`config.mk`:
```
export PLATFORM = sky130hd
export DESIGN_NAME = rfsh_ctrl
export DESIGN_NICKNAME = d
export VERILOG_FILES = /design/src/rtl/rfsh_pkg.sv /design/src/rtl/rfsh_timebase.sv /design/src/rtl/rfsh_sequencer.sv /design/src/rtl/rfsh_row_counter.sv /design/src/rtl/rfsh_ctrl.sv
export SDC_FILE = /design/constraint.sdc
export NUM_CORES = 1
export LEC_CHECK = 0
export CORE_MARGIN = 2
export CORE_UTILIZATION = 57
export DETAILED_ROUTE_END_ITERATION = 8
export PLACE_DENSITY = 0.84
export SYNTH_ARGS = -nofsm -noshare
export SYNTH_HDL_FRONTEND = slang
export SYNTH_SLANG_ARGS = --single-unit
```
`constraint.sdc`:
```
create_clock -name clk -period 2.85 [get_ports clk]
set_clock_uncertainty 0.15 [all_clocks]
set_input_delay 0.7125 -clock clk [delete_from_list [all_inputs] [get_ports clk]]
set_output_delay 0.7125 -clock clk [all_outputs]
set_load 0.02 [all_outputs]
```
`src/rtl/rfsh_pkg.sv`:
```
package rfsh_pkg;
  typedef enum logic {SQ_IDLE = 1'b0, SQ_RUN = 1'b1} sq_state_e;
  typedef enum logic {KIND_ALL = 1'b0, KIND_STAG = 1'b1} rf_kind_e;
endpackage

```
`src/rtl/rfsh_timebase.sv`:
```
module rfsh_timebase #(
  parameter int TICK_DIV  = 16,
  parameter int REQ_TICKS = 30
) (
  input  logic clk,
  input  logic rst_n,
  input  logic clr_cond,
  output logic expire,
  output logic clr_pulse
);
  localparam int PW = (TICK_DIV > 1) ? $clog2(TICK_DIV) : 1;
  localparam int IW = (REQ_TICKS > 1) ? $clog2(REQ_TICKS) : 1;
  localparam int HW = $clog2(TICK_DIV + 1);

  logic [PW-1:0] pre_q;
  logic [IW-1:0] ivl_q;
  logic [HW-1:0] hold_q;
  logic          tick;

  assign tick      = (pre_q == PW'(TICK_DIV - 1));
  assign clr_pulse = clr_cond && (hold_q == HW'(TICK_DIV - 1));
  assign expire    = tick && (ivl_q == IW'(REQ_TICKS - 1)) && !clr_pulse;

  // consecutive-cycle counter for the clear condition, saturating
  always_ff @(posedge clk or negedge rst_n) begin
    if (!rst_n)                     hold_q <= '0;
    else if (!clr_cond)             hold_q <= '0;
    else if (hold_q != HW'(TICK_DIV)) hold_q <= hold_q + 1'b1;
  end

  always_ff @(posedge clk or negedge rst_n) begin
    if (!rst_n) begin
      pre_q <= '0;
      ivl_q <= '0;
    end else if (clr_pulse) begin
      pre_q <= '0;
      ivl_q <= '0;
    end else if (tick) begin
      pre_q <= '0;
      ivl_q <= (ivl_q == IW'(REQ_TICKS - 1)) ? '0 : ivl_q + 1'b1;
    end else begin
      pre_q <= pre_q + 1'b1;
    end
  end

  AST_PRESCALE_RANGE: assert property (@(posedge clk) disable iff (!rst_n)
    int'(pre_q) < TICK_DIV);
  AST_CLEAR_RESTARTS: assert property (@(posedge clk) disable iff (!rst_n)
    clr_pulse |=> (pre_q == '0) && (ivl_q == '0));
endmodule

```
`src/rtl/rfsh_sequencer.sv`:
```
module rfsh_sequencer
  import rfsh_pkg::*;
#(
  parameter int NUM_BANKS  = 4,
  parameter int RAS_CYCLES = 3,
  parameter int EXT_W      = 3
) (
  input  logic                 clk,
  input  logic                 rst_n,
  input  logic                 start,
  input  rf_kind_e             kind,
  input  logic [EXT_W-1:0]     ext_len,
  input  logic                 scrub_req,
  output logic [NUM_BANKS-1:0] ras,
  output logic                 busy,
  output logic                 last,
  output logic                 scrub_active
);
  localparam int STAG_LEN = NUM_BANKS - 1 + RAS_CYCLES;
  localparam int LEN_W    = $clog2(RAS_CYCLES + (1 << EXT_W) + NUM_BANKS);

  function automatic logic [LEN_W-1:0] span_last(rf_kind_e k, logic [EXT_W-1:0] e);
    if (k == KIND_STAG) return LEN_W'(STAG_LEN - 1);
    return LEN_W'(RAS_CYCLES - 1) + LEN_W'(e);
  endfunction

  function automatic logic bank_on(int b, logic [LEN_W-1:0] c, rf_kind_e k);
    if (k == KIND_ALL) return 1'b1;
    return (int'(c) >= b) && (int'(c) < b + RAS_CYCLES);
  endfunction

  sq_state_e        state_q;
  logic [LEN_W-1:0] cnt_q;
  logic [LEN_W-1:0] len_q;
  rf_kind_e         kind_q;
  logic             scrub_q;

  always_ff @(posedge clk or negedge rst_n) begin
    if (!rst_n) begin
      state_q <= SQ_IDLE;
      cnt_q   <= '0;
      len_q   <= '0;
      kind_q  <= KIND_ALL;
      scrub_q <= 1'b0;
    end else begin
      case (state_q)
        SQ_IDLE: if (start) begin
          state_q <= SQ_RUN;
          cnt_q   <= '0;
          len_q   <= span_last(kind, ext_len);
          kind_q  <= kind;
          scrub_q <= scrub_req && (kind == KIND_ALL);
        end
        default: begin
          if (cnt_q == len_q) begin
            state_q <= SQ_IDLE;
            cnt_q   <= '0;
            scrub_q <= 1'b0;
          end else begin
            cnt_q <= cnt_q + 1'b1;
          end
        end
      endcase
    end
  end

  assign busy         = (state_q == SQ_RUN);
  assign last         = busy && (cnt_q == len_q);
  assign scrub_active = busy && scrub_q;

  for (genvar i = 0; i < NUM_BANKS; i++) begin : g_bank
    assign ras[i] = busy && bank_on(i, cnt_q, kind_q);
  end

  AST_BUSY_HAS_STROBE: assert property (@(posedge clk) disable iff (!rst_n)
    busy |-> (|ras));
  AST_LEN_BOUND: assert property (@(posedge clk) disable iff (!rst_n)
    busy |-> (cnt_q <= len_q));
  AST_STAG_ONE_RISE: assert property (@(posedge clk) disable iff (!rst_n)
    (busy && kind_q == KIND_STAG) |-> ($countones(ras & ~$past(ras)) <= 1));
  AST_SCRUB_FULL: assert property (@(posedge clk) disable iff (!rst_n)
    scrub_active |-> (&ras));
endmodule

```
`src/rtl/rfsh_row_counter.sv`:
```
module rfsh_row_counter #(
  parameter int LO_W = 13,
  parameter int HI_W = 11
) (
  input  logic                 clk,
  input  logic                 rst_n,
  input  logic                 step,
  input  logic                 split,
  output logic [LO_W+HI_W-1:0] row
);
  localparam int ROW_W = LO_W + HI_W;

  function automatic logic [ROW_W-1:0] row_next(logic [ROW_W-1:0] r, logic s);
    logic [LO_W-1:0] lo;
    logic [HI_W-1:0] hi;
    if (!s) return r + 1'b1;
    lo = r[LO_W-1:0] + 1'b1;
    hi = r[ROW_W-1:LO_W] + 1'b1;
    return {hi, lo};
  endfunction

  always_ff @(posedge clk or negedge rst_n) begin
    if (!rst_n)    row <= '0;
    else if (step) row <= row_next(row, split);
  end

  AST_ROW_STEP: assert property (@(posedge clk) disable iff (!rst_n)
    (step && !split) |=> (row == $past(row) + 1'b1));
  AST_SPLIT_LO: assert property (@(posedge clk) disable iff (!rst_n)
    (step && split) |=> (row[LO_W-1:0] == $past(row[LO_W-1:0]) + 1'b1));
  AST_ROW_HOLD: assert property (@(posedge clk) disable iff (!rst_n)
    !step |=> $stable(row));
endmodule

```
`src/rtl/rfsh_ctrl.sv`:
```
module rfsh_ctrl
  import rfsh_pkg::*;
#(
  parameter int NUM_BANKS  = 4,
  parameter int RAS_CYCLES = 3,
  parameter int EXT_W      = 3,
  parameter int TICK_DIV   = 16,
  parameter int REQ_TICKS  = 30,
  parameter int LO_W       = 13,
  parameter int HI_W       = 11
) (
  input  logic                 clk,
  input  logic                 rst_n,
  input  logic                 disable_auto,
  input  logic                 req_ack_mode,
  input  logic                 host_refresh,
  input  logic                 stagger_sel,
  input  logic                 scrub_en,
  input  logic [EXT_W-1:0]     extend_cycles,
  output logic [NUM_BANKS-1:0] ras,
  output logic                 rfip,
  output logic                 refresh_req,
  output logic                 scrub_active,
  output logic [LO_W+HI_W-1:0] row_addr
);
  logic auto_mode, clr_cond, expire, clr_pulse;
  logic pending_q, start, busy, last;
  rf_kind_e kind;

  assign auto_mode = !disable_auto && !req_ack_mode;
  assign clr_cond  = auto_mode && host_refresh;
  assign kind      = rf_kind_e'(stagger_sel);

  rfsh_timebase #(.TICK_DIV(TICK_DIV), .REQ_TICKS(REQ_TICKS)) u_tb (
    .clk(clk), .rst_n(rst_n), .clr_cond(clr_cond),
    .expire(expire), .clr_pulse(clr_pulse)
  );

  // start arbitration: self-timed uses the held request, others the host input
  assign start = !busy && (auto_mode ? pending_q : host_refresh);

  // a fresh expiry outranks the clear caused by a start
  always_ff @(posedge clk or negedge rst_n) begin
    if (!rst_n)                           pending_q <= 1'b0;
    else if (expire && !disable_auto)     pending_q <= 1'b1;
    else if (start || clr_pulse)          pending_q <= 1'b0;
  end

  rfsh_sequencer #(.NUM_BANKS(NUM_BANKS), .RAS_CYCLES(RAS_CYCLES), .EXT_W(EXT_W)) u_seq (
    .clk(clk), .rst_n(rst_n), .start(start), .kind(kind),
    .ext_len(extend_cycles), .scrub_req(scrub_en),
    .ras(ras), .busy(busy), .last(last), .scrub_active(scrub_active)
  );

  rfsh_row_counter #(.LO_W(LO_W), .HI_W(HI_W)) u_row (
    .clk(clk), .rst_n(rst_n), .step(start),
    .split(stagger_sel && scrub_en), .row(row_addr)
  );

  assign rfip        = busy;
  assign refresh_req = pending_q && req_ack_mode;

  AST_REQ_DROPS_ON_START: assert property (@(posedge clk) disable iff (!rst_n)
    (start && !expire && req_ack_mode) |=> !refresh_req);
  AST_EXPIRE_KEEPS: assert property (@(posedge clk) disable iff (!rst_n)
    (start && expire && !disable_auto) |=> pending_q);
  AST_CLEAR_DROPS: assert property (@(posedge clk) disable iff (!rst_n)
    clr_pulse |=> !pending_q);
  AST_AUTO_NEEDS_PENDING: assert property (@(posedge clk) disable iff (!rst_n)
    ($rose(rfip) && $past(auto_mode)) |-> $past(pending_q));
  AST_IDLE_GAP: assert property (@(posedge clk) disable iff (!rst_n)
    last |=> !rfip);
endmodule

```
==> run summary, run 1 <==
status - completed
Yosys reg bits - 50
highest routed layer - met4
maxcap violations - 0
Reg clk slew, reported paths - 0.09 ns
RSZ-0062 raised after global routing - no
Synth Warn # - 0
Finish-stage setup viols - 0
crit-path max FO - 2
fin util - 0.7289
fraction of registers with async set/reset - 1.000
Initial Util - 0.5862
total design power - 2.478 mW
Worst setup EP type - output pin
CTS buffer count - 5
Setup TNS - 0 ns
Pins Over Slew Limit - 0
worst setup margin - 0.03893 ns
Longest Clk Path Bufs - 2
Core ar. - 0.004324 mm^2
Fillers - 344
multi-input gate area in the final layout - 0.001215 mm^2
initial antenna violation count - 0
Leak - 1.426 nW
Post-Syn Nets - 271
Critical Path RT - 1.99 ns
met1 WL - 2183 um
Wirelength per Cell - 13.89 um
clock root buffer - clkbuf_8
routability congestion estimate - 0.7805
TritonCTS clock tree - yes
via count - 1,898
# diodes - 0
Met3 Wirelength - 202 um
Setup Fix Bufs, Post-CTS - 0
ANT nets after route - 0
DP HPWL - 3524 um
clk sinks - 50
Pre-antenna DRT Iters - 4
DP Area - 0.003007 mm^2
die area - 0.004996 mm^2
Total GRT Usage - 0.2150
Worst Tran Pin Value - 0.8072 ns
class of the worst hold path - input pin to asynchronous set/reset pin
global-route wire length before repair - 8500 um
routed wl met2 - 2347 um
Die Y - 70.69 um
Pwr per Cell Area - 786.1 mW/mm^2
unique cell type count in the Yosys netlist - 38
vias per cell - 5.470
Syn Inst Count - 249
nets - 316
Final Critical Period - 2.811 ns
sequential area share after synthesis - 0.4936
Startpoint Class - input pin
Fin. Hold Viols - 0
Top FF cell, synth - dfrtp_1
# H-tree levels - 2
Worst VDD drop - 0.0003806 V
global route overflow - 0
Post-Place Setup Slack - 0.01615 ns
1st-iter DRT viols - 85
PortBufs - 40
top achievable clock speed - 0.3557 GHz
Avg Inst Size Synth - 10.18 um^2
largest net degree at the start of global routing - 51
drc violations - 0
io pins - 41
Worst Hold Slack - 0.2160 ns
vias in the first global route - 1,845
Final Cell Area - 0.003152 mm^2
fin cells - 347
P&R area growth vs syn - 24.33%
Max-Slew Margin vs Limit - 0.4543
Critical Path AT - 1.95 ns
drt total wl - 4820 um
ratio of cells with drive above 1 in the final layout - 0.07119
worst skew pair latency - 0.31 ns
# hold bufs at CTS - 0
fin crit share - 0.9863
Post-synth EDFFs - 0
area of the mapped netlist - 0.002535 mm^2
Post-Place Cells - 339
row count - 24
Sequential Area - 0.001254 mm^2
die width - 70.69 um
Crit Path Category - input pin to output pin
## synth_stat cells (2+ instances only)
| cell type | instances | area (um^2) |
|---|---|---|
| dfrtp_1 | 50 | 1251 |
| nand2_1 | 27 | 101.4 |
| nor2_1 | 22 | 82.58 |
| xnor2_1 | 21 | 183.9 |
| nand3_1 | 17 | 85.08 |
| xor2_1 | 14 | 122.6 |
| ha_1 | 12 | 150.1 |
| o21ai_0 | 12 | 60.06 |
| inv_1 | 10 | 37.54 |
| and3_1 | 8 | 50.05 |
| a21oi_1 | 7 | 35.03 |
| nand4_1 | 7 | 43.79 |
| and2_1 | 6 | 37.54 |
| clkbuf_1 | 4 | 15.01 |
| nand2b_1 | 3 | 18.77 |
| a21boi_0 | 2 | 15.01 |
| mux2i_1 | 2 | 20.02 |
| nor2b_1 | 2 | 12.51 |
| nor3_1 | 2 | 10.01 |
| nor3_4 | 2 | 32.53 |
| o31ai_1 | 2 | 15.01 |
## power breakdown
group          switching, mW  internal, mW
Combinational          0.445         0.388
Sequential             0.188         0.846
Clock                  0.236         0.374
Total                  0.869          1.61
## layer usage
| metal | up-vias | global-route usage |
|---|---|---|
| li1 | 936 | - |
| met1 | 922 | 0.2901 |
| met2 | 32 | 0.3364 |
| met3 | 8 | 0.05983 |
| met4 | 0 | 0.07757 |
| met5 | - | 0 |
## cells by family after synthesis
| family | count (synthesis) | synth area share |
|---|---|---|
| buffers and inverters | 16 | 0.02714 |
| adder cells (fa/ha/maj) | 12 | 0.05923 |
| multiplexers | 2 | 0.007898 |
| AO/OA/AOI/OAI | 31 | 0.07947 |
| XOR/XNOR | 35 | 0.1209 |
| AND/OR/NAND/NOR | 103 | 0.2118 |
| flip-flops | 50 | 0.4936 |
## worst max-delay path, stage by stage
cell             delay, ns
clkdlybuf4s50_1       0.49
and2_1                0.14
clkdlybuf4s50_1       0.60
## layout by cell type (no fill, tap or decap), types with 2 or more instances in the layout
cell type and instances:
dfrtp_1 48, clkdlybuf4s50_1 36, nand2_1 27, nor2_1 22, xnor2_1 21, nand3_1 17, xor2_1 14, o21ai_0 12
ha_1 12, inv_1 10, and3_1 8, a21oi_1 7, nand4_1 7, and2_1 6, clkbuf_8 6, nand2b_1 3
buf_4 3, nor2b_1 2, o31ai_1 2, a21boi_0 2, mux2i_1 2, nor3_1 2, nor3_4 2, bufinv_16 2
dlygate4sd2_1 2, dfrtp_2 2
## registers in the layout, indices dropped and copies added (netlist names), 4 cells and up
name,flops
u_tb.hold_q,5
u_seq.cnt_q,4
u_seq.len_q,4
u_row.row,24
u_tb.pre_q,4
u_tb.ivl_q,5
## worst paths after layout
kind                                     start  depth (start not counted)  slack, ns              to
worst max-delay path              req_ack_mode                          3       0.04     refresh_req
worst min-delay path                     rst_n                          2       0.22   u_row.row[19]
worst max register to register  u_tb.hold_q[1]                          8       0.71   u_tb.ivl_q[4]
worst min register to register   u_tb.pre_q[0]                          1       0.32   u_tb.pre_q[0]
max in group asynchronous                rst_n                          2       2.09  u_seq.cnt_q[1]
min in group clk                 u_tb.pre_q[0]                          1       0.32   u_tb.pre_q[0]
## what timing repair did
| item | 4_1_cts | 5_1_grt |
|---|---|---|
| pin swaps | 0 | 0 |
| hold endpoints to repair | 0 | 0 |
| endpoints found under the setup margin | 3 | 2 |
| resized for setup | 3 | 2 |
## layout make-up
type                       instances  share of cell area
clock buffer                       6             0.02620
multi-input combinational        183              0.3855
inverter                          10             0.01191
tap                               52             0.02064
sequential                        50              0.3978
timing repair buffer              44              0.1389
clock inverter                     2             0.01906
No activity file was read; power rests on OpenSTA's default activity.
==> run 2, diff against run 1 <==
--- a/config.mk
+++ b/config.mk
@@ -5,10 +5,12 @@
 export SDC_FILE = /design/constraint.sdc
 export NUM_CORES = 1
 export LEC_CHECK = 0
+export CORE_ASPECT_RATIO = 1.25
 export CORE_MARGIN = 2
-export CORE_UTILIZATION = 57
+export CORE_UTILIZATION = 58
 export DETAILED_ROUTE_END_ITERATION = 8
-export PLACE_DENSITY = 0.84
+export PLACE_DENSITY = 0.91
 export SYNTH_ARGS = -nofsm -noshare
 export SYNTH_HDL_FRONTEND = slang
+export SYNTH_HIERARCHICAL = 1
 export SYNTH_SLANG_ARGS = --single-unit
==> run summary, run 2 <==
Core ar. - 0.004425 mm^2 (+2.3%)
max reg flops - 24 (unchanged)
Fin. Hold Viols - 0 (unchanged)
Pint - 1.482 mW (-7.8%)
total design power - 2.375 mW (-4.2%)
fin cells - 363 (+4.6%)
PortBufs - 40 (unchanged)
CP cell instances - clkdlybuf4s50_1, and2_2, clkdlybuf4s50_1
maxcap violations - 0 (unchanged)
global-route wire length before repair - 8921 um (+5.0%)
Setup TNS - 0 ns (unchanged)
drc violations - 0 (unchanged)
crit-path max FO - 3 (+1)
routability congestion estimate - 0.8462 (+8.4%)
io pins - 41 (unchanged)
Crit Path Category - input pin to output pin
Worst Tran Pin Value - 0.6234 ns (-0.1838 ns)
DP HPWL - 3716 um (+5.4%)
Pins Over Slew Limit - 0 (unchanged)
# H-tree levels - 2 (unchanged)
Finish-stage setup viols - 0 (unchanged)
Syn Inst Count - 253 (+1.6%)
Setup Fix Bufs, Post-CTS - 0 (unchanged)
Startpoint Class - input pin
Clk network pwr share - 0.178 (-0.068)
worst skew pair latency - 0.30 ns (about the same)
Wirelength per Cell - 13.89 um (about the same)
Resize count post-CTS - 5 (+2)
r2r setup slk - 0.65 ns (-0.06 ns)
CTS buffer count - 5 (unchanged)
Post-Place Setup Slack - -0.1360 ns (-0.1521 ns)
Critical Path RT - 1.99 ns (about the same)
commonest non-fill, non-tap cell in the layout - dfrtp_1
status - completed
Initial Util - 0.6059 (+0.01965)
largest registers - u_row/row: 24 flops, u_tb/hold_q: 5 flops, u_tb/ivl_q: 5 flops
Worst VDD drop - 0.0004245 V (+12%)
largest net degree at the start of global routing - 51 (unchanged)
slowest stage delay, CP - 0.59 ns (about the same)
initial antenna violation count - 0 (unchanged)
Crit path max-delay family - buffers and inverters
Post-Place Cells - 355 (+4.7%)
Avg Inst Size Synth - 10.60 um^2 (+4.1%)
Slowest cell on crit path - clkdlybuf4s50_1
# hold bufs at CTS - 0 (unchanged)
nets - 326 (+3.2%)
ANT nets after route - 0 (unchanged)
Pre-antenna DRT Iters - 4 (unchanged)
fin crit share - 0.9804 (-0.005952)
Critical Path AT - 1.93 ns (-0.02 ns)
Final Critical Period - 2.794 ns (-0.01696 ns)
die area - 0.005187 mm^2 (+3.8%)
ratio of cells with drive above 1 in the final layout - 0.1246 (+0.05340)
drt total wl - 5041 um (+4.6%)
vias per cell - 5.490 (+0.38%)
Synth Warn # - 6 (+6)
Total GRT Usage - 0.2192 (+0.004244)
TritonCTS clock tree - yes
commonest cells after routing, fill and taps aside - 48 x dfrtp_1, 35 x clkdlybuf4s50_1, 21 x nand2_1
area of the mapped netlist - 0.002681 mm^2 (+5.8%)
Sequential Power Share - 0.444 (+0.027)
Leak - 1.528 nW (+7.2%)
Pwr per Cell Area - 721.6 mW/mm^2 (-8.2%)
class of the worst hold path - flop to flop
clock root buffer - clkbuf_8
Die Y - 80.02 um (+13%)
combinational share of power - 0.378 (+0.042)
top achievable clock speed - 0.3579 GHz (+0.61%)
Reg clk slew, reported paths - 0.08 ns (about the same)
die width - 64.82 um (-8.3%)
worst setup margin - 0.05589 ns (+0.01696 ns)
Sw Ratio - 0.3759 (+0.02494)
global route overflow - 0 (unchanged)
1st-iter DRT viols - 119 (+40%)
CP most frequent cell - clkdlybuf4s50_1
Post-Syn Nets - 275 (+1.5%)
vias in the first global route - 1,997 (+8.2%)
count of buffer and inverter cells on the critical path - 2 (unchanged)
via count - 1,993 (+5.0%)
Longest Clk Path Bufs - 2 (unchanged)
row count - 27 (+13%)
P&R area growth vs syn - 22.73%
Psw - 892.5 uW (+2.7%)
Worst setup EP type - output pin
clk sinks - 50 (unchanged)
# diodes - 0 (unchanged)
Biggest register - u_row/row
Max-Slew Margin vs Limit - 0.5844 (+0.1301)
RSZ-0062 raised after global routing - no
-- run 2: worst paths after layout --
kind	from	to	cells after the start
min in group asynchronous	rst_n	u_tb/ivl_q[3]	2
worst min-delay path	u_row/row[23]	u_row/row[23]	1
worst max register to register	pending_q	u_row/row[22]	7
worst min register to register	u_row/row[23]	u_row/row[23]	1
worst max-delay path	req_ack_mode	refresh_req	3
max in group asynchronous	rst_n	u_seq/cnt_q[0]	2
-- run 2: power by group through the flow --
stage | registers, mW | clock network [mW] | logic (mW)
6_report | 1.05 | 0.423 | 0.899
5_1_grt | 1.08 | 0.474 | 0.979
4_1_cts | 1.05 | 0.439 | 0.911
3_5_place_dp | 1.07 | 0 | 0.929
3_3_place_gp | 1.06 | 0 | 0.903
2_1_floorplan | 1.08 | 0 | 0.524
-- run 2: cell type report --
type                    instances  area (um^2)
clock buffers                   6        82.58
clock inverters                 2        12.51
fillers                       292         1135
inverters                      13        48.80
multi-input cells             182         1336
flip-flops and latches         50         1254
well taps                      58        72.57
repair buffers                 52        484.2
-- run 2: through the flow --
stage,utilization,cell area [um^2],hold slack (ns)
2_1_floorplan,-,2681,0.2669
3_3_place_gp,0.7218,3194,0.3195
3_5_place_dp,0.7218,3194,0.3119
4_1_cts,0.7430,3288,0.3361
5_1_grt,0.7436,3291,0.3747
6_report,0.7436,3291,0.3343
-- run 2: layer usage --
layer | vias up | share of wire | global-route usage
met3 | 7 | 0.024 | 0.03949
met4 | 0 | 0.014 | 0.07234
li1 | 988 | - | -
met1 | 967 | 0.44 | 0.2735
met2 | 31 | 0.52 | 0.3814
met5 | - | 0 | 0
==> run 3, diff against run 2 <==
--- a/config.mk
+++ b/config.mk
@@ -7,9 +7,10 @@
 export LEC_CHECK = 0
 export CORE_ASPECT_RATIO = 1.25
 export CORE_MARGIN = 2
-export CORE_UTILIZATION = 58
+export CORE_UTILIZATION = 60
 export DETAILED_ROUTE_END_ITERATION = 8
-export PLACE_DENSITY = 0.91
+export DONT_BUFFER_PORTS = 1
+export PLACE_DENSITY = 0.82
 export SYNTH_ARGS = -nofsm -noshare
 export SYNTH_HDL_FRONTEND = slang
 export SYNTH_HIERARCHICAL = 1
==> constraint.sdc (replaced) <==
create_clock -name clk -period 2.85 [get_ports clk]
set_clock_uncertainty 0.15 [all_clocks]
set_input_delay 0.57 -clock clk [delete_from_list [all_inputs] [get_ports clk]]
set_output_delay 0.57 -clock clk [all_outputs]
set_load 0.02 [all_outputs]
==> run summary, run 3 (synthesized netlist as in run 2, its figures left out) <==
status - completed
ANT nets after route - 0 (unchanged)
maxcap violations - 0 (unchanged)
Pins Over Slew Limit - 0 (unchanged)
class of the worst hold path - input pin to flop
CTS buffer count - 5 (unchanged)
slowest stage delay, CP - 0.48 ns (-0.11 ns)
die width - 63.79 um (-1.6%)
via count - 1,825 (-8.4%)
nets - 279 (-14%)
Reg clk slew, reported paths - 0.08 ns (about the same)
Leak - 1.338 nW (-12%)
Die Y - 78.74 um (-1.6%)
Initial Util - 0.6153 (+0.009393)
Post-Place Cells - 306 (-14%)
1st-iter DRT viols - 82 (-31%)
fin cells - 314 (-13%)
Total GRT Usage - 0.2163 (-0.002945)
clock root buffer - clkbuf_8
ratio of cells with drive above 1 in the final layout - 0.09766 (-0.02693)
Pwr per Cell Area - 756.9 mW/mm^2 (+4.9%)
largest net degree at the start of global routing - 51 (unchanged)
max reg flops - 24 (unchanged)
Final Critical Period - 2.390 ns (-0.4045 ns)
Critical Path RT - 2.13 ns (+0.14 ns)
commonest cells after routing, fill and taps aside - 50 x dfrtp_1, 21 x nand2_1, 19 x xnor2_1
Setup Fix Bufs, Post-CTS - 0 (unchanged)
row count - 27 (unchanged)
initial antenna violation count - 0 (unchanged)
Worst Hold Slack - 0.2097 ns (-0.1246 ns)
drt total wl - 4922 um (-2.4%)
Startpoint Class - flop
largest registers - u_row/row: 24 flops, u_tb/hold_q: 5 flops, u_tb/ivl_q: 5 flops
Max-Slew Margin vs Limit - 0.6824 (+0.09797)
vias per cell - 5.812 (+5.9%)
Biggest register - u_row/row
Worst setup EP type - output pin
routability congestion estimate - 0.7435 (-12%)
Worst VDD drop - 0.0004447 V (+4.8%)
# H-tree levels - 2 (unchanged)
Pre-antenna DRT Iters - 4 (unchanged)
clk sinks - 50 (unchanged)
top achievable clock speed - 0.4185 GHz (+17%)
Core ar. - 0.004358 mm^2 (-1.5%)
M2 GR Usage - 0.3375 (-0.04394)
fin util - 0.6543 (-0.08925)
CP cell instances - ha_1, nand2b_1, a21o_1, a21boi_1
Wirelength per Cell - 15.68 um (+13%)
count of buffer and inverter cells on the critical path - 0 (-2)
DP HPWL - 3559 um (-4.2%)
Fin. Hold Viols - 0 (unchanged)
Slowest cell on crit path - dfrtp_1
fin crit share - 0.8384 (-0.1419)
commonest non-fill, non-tap cell in the layout - dfrtp_1
drc violations - 0 (unchanged)
RSZ-0062 raised after global routing - no
# diodes - 0 (unchanged)
io pins - 41 (unchanged)
met3 GRT Util - 0.07365 (+0.03416)
worst skew pair latency - 0.30 ns (about the same)
global-route wire length before repair - 8597 um (-3.6%)
Crit Path Category - flop to output pin
P&R area growth vs syn - 6.346%
met1 usage - 0.2859 (+0.01236)
Critical Path AT - 1.67 ns (-0.26 ns)
global route overflow - 0 (unchanged)
Longest Clk Path Bufs - 2 (unchanged)
TritonCTS clock tree - yes
Crit path max-delay family - compound AO/OA/AOI/OAI gates
Worst Tran Pin Value - 0.4748 ns (-0.1486 ns)
Setup TNS - 0 ns (unchanged)
Finish-stage setup viols - 0 (unchanged)
die area - 0.005023 mm^2 (-3.2%)
vias in the first global route - 1,869 (-6.4%)
Most Used Layer, Global Route - met2
crit-path max FO - 7 (+4)
PortBufs - 0 (-100%)
[run 3: worst register-to-register path, stage by stage (launching register included)]
cell and delay, ns:
dfrtp_1 0.38, or3b_1 0.36, a21oi_1 0.27, nand4_2 0.24
o41ai_4 0.46, nand4_1 0.18, xnor2_1 0.16
[run 3: metal layers]
layer  vias up  wire length, um
met5         -                0
met4         0               44
met3         4              298
met2        37             2381
met1       894             2198
li1        890                -
[run 3: repair_timing]
| item | in CTS | in global routing |
|---|---|---|
| hold buffers | 2 | 0 |
| hold endpoints to repair | 50 | 0 |
| gates resized for setup | 0 | 0 |
[run 3: path summary, 6_finish.rpt]
check / startpoint / end / slack (ns) / depth (start not counted)
hold reg to reg: u_seq/len_q[1] / u_seq/len_q[1] / 0.35 / 2
setup reg to reg: pending_q / u_row/row[23] / 0.53 / 6
min in group asynchronous: rst_n / u_tb/ivl_q[4] / 0.61 / 2
max in group asynchronous: rst_n / u_row/row[12] / 1.71 / 2
hold / removal: extend_cycles[1] / u_seq/len_q[1] / 0.21 / 1
setup / recovery: u_seq/cnt_q[0] / ras[3] / 0.46 / 4
[run 3: area by class of cell]
class                           instances  area (um^2)
Fill cell                             339         1506
Clock buffer                            6        82.58
Multi-Input combinational cell        182         1336
Sequential cell                        50         1251
Tap cell                               58        72.57
Timing Repair Buffer                    5        60.06
Inverter                               13        48.80
[run 3: stage by stage]
step	total power [mW]	cell area (um^2)	worst slack [ns]
detailed placement	1.762	2731	0.3157
global placement	1.735	2731	0.3961
global route	2.323	2851	0.3507
floorplan	1.603	2681	0.2467
CTS	2.181	2851	0.4325
finish	2.158	2851	0.4604
[run 3: power by group]
group	internal, mW	switching (mW)	leakage, nW	total, mW
clock network	0.187	0.210	0.0431	0.398
logic	0.272	0.373	0.647	0.645
registers	0.842	0.273	0.648	1.12
